<file path="config.mk">
export PLATFORM = sky130hd
export DESIGN_NAME = sha1_dual_core
export DESIGN_NICKNAME = d
export VERILOG_FILES = /design/src/rtl/sha1_dual_core.sv
export SDC_FILE = /design/constraint.sdc
export NUM_CORES = 2
export LEC_CHECK = 0
export CAP_MARGIN = 10
export CELL_PAD_IN_SITES_DETAIL_PLACEMENT = 1
export CELL_PAD_IN_SITES_GLOBAL_PLACEMENT = 1
export CORE_ASPECT_RATIO = 1.4
export CORE_MARGIN = 3
export CORE_UTILIZATION = 48
export DETAILED_ROUTE_END_ITERATION = 8
export HOLD_SLACK_MARGIN = 0.12
export PLACE_DENSITY_LB_ADDON = 0.1
export SYNTH_ARGS = -nofsm -noshare
export SYNTH_HDL_FRONTEND = slang
export SYNTH_SLANG_ARGS = --single-unit
</file>
<file path="constraint.sdc">
create_clock -name clk -period 18.7 [get_ports clk]
set_clock_uncertainty 0.15 [all_clocks]
set_input_delay 2.805 -clock clk [delete_from_list [all_inputs] [get_ports clk]]
set_output_delay 2.805 -clock clk [all_outputs]
set_load 0.03 [all_outputs]
</file>
<file path="src/rtl/sha1_dual_core.sv">
module sha1_dual_core (
  input  logic         clk,
  input  logic         rst_n,
  input  logic         blk_valid,
  output logic         blk_ready,
  input  logic [511:0] blk_data,
  input  logic         chain_en,
  output logic [159:0] digest,
  output logic         done
);
  localparam int PAIRS = 40;
  localparam logic [5:0] LAST = 6'(PAIRS - 1);
  localparam logic [159:0] IV = 160'h67452301_efcdab89_98badcfe_10325476_c3d2e1f0;

  logic [31:0] a, b, c, d, e;
  logic [31:0] w [16];
  logic [159:0] cv, start;
  logic [5:0] pair;
  logic run, fin;
  logic [1:0] rnd;
  logic [31:0] k, mid, nxt_a, n16, n17, x16, x17;

  function automatic logic [31:0] fsel(input logic [1:0] r, input logic [31:0] x, y, z);
    case (r)
      2'd0:    return (x & y) | (~x & z);
      2'd2:    return (x & y) | (x & z) | (y & z);
      default: return x ^ y ^ z;
    endcase
  endfunction

  assign rnd = (pair < 6'd10) ? 2'd0 : (pair < 6'd20) ? 2'd1 : (pair < 6'd30) ? 2'd2 : 2'd3;

  always_comb begin
    case (rnd)
      2'd0:    k = 32'h5a827999;
      2'd1:    k = 32'h6ed9eba1;
      2'd2:    k = 32'h8f1bbcdc;
      default: k = 32'hca62c1d6;
    endcase
  end

  assign mid   = {a[26:0], a[31:27]} + fsel(rnd, b, c, d) + e + w[0] + k;
  assign nxt_a = {mid[26:0], mid[31:27]} + fsel(rnd, a, {b[1:0], b[31:2]}, c) + d + w[1] + k;

  assign x16 = w[13] ^ w[8] ^ w[2] ^ w[0];
  assign x17 = w[14] ^ w[9] ^ w[3] ^ w[1];
  assign n16 = {x16[30:0], x16[31]};
  assign n17 = {x17[30:0], x17[31]};

  assign blk_ready = !run && !fin;
  assign start     = chain_en ? digest : IV;

  always_ff @(posedge clk) begin
    if (!rst_n) begin
      run    <= 1'b0;
      fin    <= 1'b0;
      done   <= 1'b0;
      pair   <= '0;
      digest <= IV;
      cv     <= '0;
      {a, b, c, d, e} <= '0;
      for (int i = 0; i < 16; i++) w[i] <= '0;
    end else begin
      done <= 1'b0;
      if (blk_valid && blk_ready) begin
        cv   <= start;
        {a, b, c, d, e} <= start;
        for (int i = 0; i < 16; i++) w[i] <= blk_data[511 - 32*i -: 32];
        pair <= '0;
        run  <= 1'b1;
      end else if (run) begin
        a <= nxt_a;
        b <= mid;
        c <= {a[1:0], a[31:2]};
        d <= {b[1:0], b[31:2]};
        e <= c;
        for (int i = 0; i < 14; i++) w[i] <= w[i+2];
        w[14] <= n16;
        w[15] <= n17;
        pair  <= pair + 6'd1;
        if (pair == LAST) begin
          run <= 1'b0;
          fin <= 1'b1;
        end
      end else if (fin) begin
        fin    <= 1'b0;
        done   <= 1'b1;
        digest <= {cv[159:128] + a, cv[127:96] + b, cv[95:64] + c, cv[63:32] + d, cv[31:0] + e};
      end
    end
  end
endmodule

</file>
# After elaboration in Yosys (flattened, before gate mapping)
# Memories as Yosys holds them, arrays and structs flattened.
# Index checks and enable logic that the tools add are counted.
op_classes:
  n_lt_le_gt_ge: 3
  muxes: 63
  n_eq_ne: 4
  reduce_logical: 10
  add_sub_neg: 14
  n_bitwise: 61
ops:
  columns: ["cell", "count"]
  rows:
  - ["$mux W32", 42]
  - ["$add A32 B32 Y32", 13]
  - ["$xor A32 B32 Y32", 10]
  - ["$and A32 B32 Y32", 8]
  - ["$or A32 B32 Y32", 6]
  - ["$mux W160", 1]
  - ["$pmux W32 S2", 2]
  - ["$pmux W32 S3", 1]
  - ["$not A32 Y32", 2]
  - ["$or A1 B1 Y1", 32]
  - ["$mux W1", 15]
  - ["$lt A6 B5 Y1 const B", 2]
  - ["$add A6 B1 Y6 const B", 1]
  - ["$eq A6 B6 Y1 const B", 1]
  - ["$lt A6 B4 Y1 const B", 1]
  - ["$mux W2", 2]
  - ["$not A1 Y1", 3]
  - ["$reduce_and A3 Y1", 1]
  - ["$reduce_or A3 Y1", 1]
  - ["$eq A2 B1 Y1 const B", 1]
  - ["$eq A2 B2 Y1 const B", 1]
  - ["$logic_and A1 B1 Y1", 2]
  - ["$logic_not A1 Y1", 2]
  - ["$logic_not A2 Y1", 1]
  - ["4 further kinds", 4]
word_totals:
  register_bits: 489
  mem_bits_rw: 512
  output_inout_bits: 162
  word_cells: 167
  n_memories: 1
mem_list:
  columns: ["memory", "words", "width", "rd", "rd_clocked_by_memory_dff", "write_ports", "line_no", "text"]
  rows:
  - ["w", 16, 32, 16, 0, 16, "16", "logic [31:0] w [16];"]

# Depth between registers and ports, before layout
logic_depth:
  depth_word: 16
  ltp_mapped: 47

# Least setup slack after synthesis
# OpenSTA, ideal clock, no wires.
synth_timing:
  path_kind: "input to register"
  start: "in rst_n"
  end: "mem w[3][4] (netlist: w[0][100]) (enable)"
  setup_slack_ns: 7.634
  stages: 4
  n_path_buf: 3
  t_required_ns: 16.242
  arrival_time_ns: 8.608
  path_cell_list: "clkbuf_1 > clkbuf_1 > clkbuf_1 > nand3_1"
synth_rtl:
  columns: ["item", "line_no", "text"]
  rows:
  - ["from (decl)", "3", "input logic rst_n,"]
  - ["to (decl)", "16", null]

# Worst setup path after layout
layout_timing:
  start: "reg pair[2]"
  end: "reg a[26]"
layout_between:
  elab_chain_len: 16
layout_lines:
  columns: ["item", "line_no", "text"]
  rows:
  - ["from (decl)", "18", "logic [5:0] pair;"]
  - ["from (signal assigned)", "80", "pair <= pair + 6'd1;"]
  - ["$lt A6 B5 Y1", "31", "assign rnd = (pair < 6'd10) ? 2'd0 : (pair < 6'd20) ? 2'd1 : (pair < 6'd30) ? 2'd2 : 2'd3;"]
  - ["$mux W1", "31", null]
  - ["$mux W2", "31", null]
  - ["$mux W2 *", "31", null]
  - ["$eq A2 B2 Y1 or $logic_not A2 Y1 (tied branches)", "24, 34", null]
  - ["$pmux W32 S2", "24", "case (r)"]
  - ["$add A32 B32 Y32 (4 in a row)", "42", "assign mid = {a[26:0], a[31:27]} + fsel(rnd, b, c, d) + e + w[0] + k;"]
  - ["$add A32 B32 Y32 (3 in a row)", "43", "assign nxt_a = {mid[26:0], mid[31:27]} + fsel(rnd, a, {b[1:0], b[31:2]}, c) + d + w[1] + k;"]
  - ["$add A32 B32 Y32 *", "43", null]
  - ["$mux W32 *", "71", "end else if (run) begin"]
  - ["$mux W32 *", "65", "if (blk_valid && blk_ready) begin"]
  - ["to (signal assigned)", "67", "{a, b, c, d, e} <= start;"]
  - ["to (signal assigned)", "72", "a <= nxt_a;"]
  - ["to (decl)", "15", "logic [31:0] a, b, c, d, e;"]
# Mark *: on every way between the ends. The rest lies on a longest branch, timed or not. The select of a mux whose other input is x is not followed.
# A chain may end at the register's enable or synchronous reset.

==> impl_results.md <==
* Arrival @ worst endpoint at 12.30 ns
* Max-slew headroom at the worst pin at -17.71%
* Leakage power at 28.51 nW
* CTS resizes at 0
* Total track usage at 40.66%
* Final Hold Vio Count at 0
* CP Launch Type: flip-flop
* CP endpoint kind: flip-flop
* NumNets Final at 7646
* Critical path class: reg2reg
* Post-synthesis cell type count at 82
* Number of global-route vias before repair at 54330
* Crit-path max cell delay at 0.56 ns
* Slew Limit Fails at 2
* Switching power at 6.247 mW
* Cts hold-fix bufs at 0
* IO Port Bufs at 677
* Grt ovf at 0
* Area grow syn2layout at 19.95%
* Placer Congestion at 1.014
* Layout cell share with drive strength beyond 1 at 5.031%
* Switching Share at 47.70%
* Top Ports at 678
* Yosys top cell by area: edfxtp_1
* Clock Power Share at 16.3%
* Fmax at 84.50 MHz
* # DRC at 0
* Crit path to: a[26]
* RSZ-0062 raised after global routing: false
* Worst Path Required at 19.16 ns
* Critical path peak fanout at 34
* DR vias/cell at 6.196
* Register area share after synthesis at 42.62%
* DP Area at 67330 um2
* Antenna Nets Post-Route at 0
* Cell Count, Final, Fillers Out at 8389
* Post-Place Cells at 8152
* Synthesis-stage register bit count at 1001
* Via Count at 51980
* Chip width at 302.4 um
* Reg-to-Reg End: a[26]
* Vert. Die Dim at 421.0 um
* Cts bufs inserted at 104
* Post-CTS Setup Bufs at 0
* Final setup vio count at 0
* Post-synth EDFFs at 512
* VDD IR max at 260.3 uV
* Setup TNS at 0 ns
* Status: finished, violations left
* Final min period at 11.83 ns
* Largest net degree at the start of global routing at 181
* Initial antenna violation count at 65
* Max-Cap Viols at 1
* Critical Path Source: pair[2]
* Mapped cell area at 59040 um2
* Clk buf depth at 3
* First-pass GRT wire length at 377.3 mm
* Drt first pass iters at 5
* Dpl hpwl at 198.7 mm
* Most used cell, CP: fa_1
* PD cells at 184.9 nW/um2
* FF-to-FF path depth at 41
* Starting density of the core at 48.60%
* Design area at 70820 um2
* Hold WS at 0.3111 ns
* Root Driver: clkbuf_16
* Cells after synthesis at 6139
* Clock sink count at 1001
* RR Startpoint: pair[2]
* Mapped Avg Cell Area at 9.618 um2
* Post-route clock period utilization at 63.29%
* Seq pwr share at 22.2%
* Slew @ Worst Pin at 1.766 ns
* Yosys top cell area share at 26.04%
* Yosys warning count at 0
* H-tree levels at 3
* DRT iter0 DRCs at 4296
* Hold WC Path Type: reg2reg
* Critical-path top delay cell: fa_1
* Clk_lat worst skew at 0.76 ns
* Logic pwr share at 61.5%
* Synth top area cells: edfxtp_1 (26%), dfxtp_1 (17%), fa_1 (8.3%)
* TritonCTS clock tree: built
* Post-Route WL at 263.3 mm
* Reg2Reg Setup Slack at 6.87 ns
* Synth async-reset ratio at 0%
* Failing checks: max-capacitance violations, max-slew violations
* Internal power at 6.850 mW
* Die area at 127300 um2
* Routed len/inst at 31.39 um
* Post-synth top flop: edfxtp_1
* Clk pin slew, worst setup/hold paths at 0.07 ns
* Core footprint at 121500 um2
* Site Rows at 151
* Syn Nets at 7133
cells in the mapped netlist, drive strengths merged, types with 91 or more instances:
cell    number
nand2      811
a21oi      643
nor2       514
edfxtp     512
dfxtp      489
inv        432
clkbuf     320
xnor2      302
fa         245
ha         233
mux2i      192
o21ai      189
a211oi     126
a22o        98
a22oi       91
flip-flops by register name, indices dropped and copies added (netlist names):
name	count
d	32
digest	160
b	32
e	32
fin	1
cv	160
done	1
w	512
a	32
c	32
pair	6
run	1
worst max-delay path, delay by kind of cell (launching register included):
kind	cells	cell delay, ns
buffers and inverters	9	1.61
AND/OR/NAND/NOR	5	1.38
XOR/XNOR	1	0.39
AO/OA/AOI/OAI	16	3.86
flip-flops	1	0.47
adder cells (fa/ha/maj)	9	3.53
multiplexers	1	0.22
layer usage:
layer	track usage (%)	wire [um]	vias to the layer above
met2	66.59	125300	2272
met3	8.824	20360	762
met4	33.09	24980	44
li1	-	-	22760
met5	0	305	-
met1	45.28	92400	26140
area by class of cell:
type	instances	area (um2)
diodes	45	112.6
multi-input cells	4340	31010
well taps	1606	2009
fillers	13370	50660
flip-flops and latches	1001	25170
clock buffers	136	2885
repair buffers	770	7507
inverters	435	1640
clock inverters	56	490.5
kinds of logic (layout without fill, tap and decap cells):
family                     Yosys count  after routing  synth area share [%]
xor gates and xnor gates           391            391                 5.800
adders and majority gates          478            478                 13.24
DFF                               1001           1001                 42.62
and+or+nand+nor                   1589           1589                 11.10
AOI/OAI and AO/OA                 1688           1688                 18.87
buffers and inverters              798           1397                 5.073
muxes                              194            194                 3.293
other                                0             45                     0
metrics by stage:
stage	worst slack (ns)	total power [mW]	util, %
floorplan	7.634	8.130	-
detailed placement	6.961	10.80	55.43
global route	6.355	13.89	58.27
finish	6.865	13.10	58.30
global placement	7.086	10.66	55.43
CTS	6.907	12.99	58.21
how the worst min path moves through the flow:
| stage | depth (start not counted) | end | startpoint | slack, ns |
|---|---|---|---|---|
| 6_report | 2 | cv[93] | cv[93] | 0.31 |
| 4_1_cts | 2 | cv[45] | cv[45] | 0.31 |
| 3_5_place_dp | 2 | cv[45] | cv[45] | 0.30 |
| 3_3_place_gp | 2 | cv[116] | cv[116] | 0.29 |
| 2_1_floorplan | 2 | cv[116] | cv[116] | 0.29 |
| 5_1_grt | 2 | cv[116] | cv[116] | 0.33 |
power groups by stage:
stage	clock (mW)	sequential, mW	combinational (mW)
floorplan	0	2.76	5.37
global placement	0	2.92	7.74
detailed placement	0	2.93	7.87
CTS	2.16	2.89	7.95
global route	2.24	2.90	8.74
finish	2.14	2.90	8.05
layout by cell type, fill, tap and decap left out, types with 92 or more instances in the layout:
cell type,n
buf_4,92
ha_1,233
xnor2_1,302
dfxtp_1,488
o21ai_0,150
clkdlybuf4s50_1,675
a21oi_1,640
edfxtp_1,512
clkbuf_16,106
nand2_1,806
fa_1,245
a211oi_1,125
inv_1,430
mux2i_1,192
a22o_1,98
nor2_1,508
Note: power is estimated with default switching activity, not from simulation.
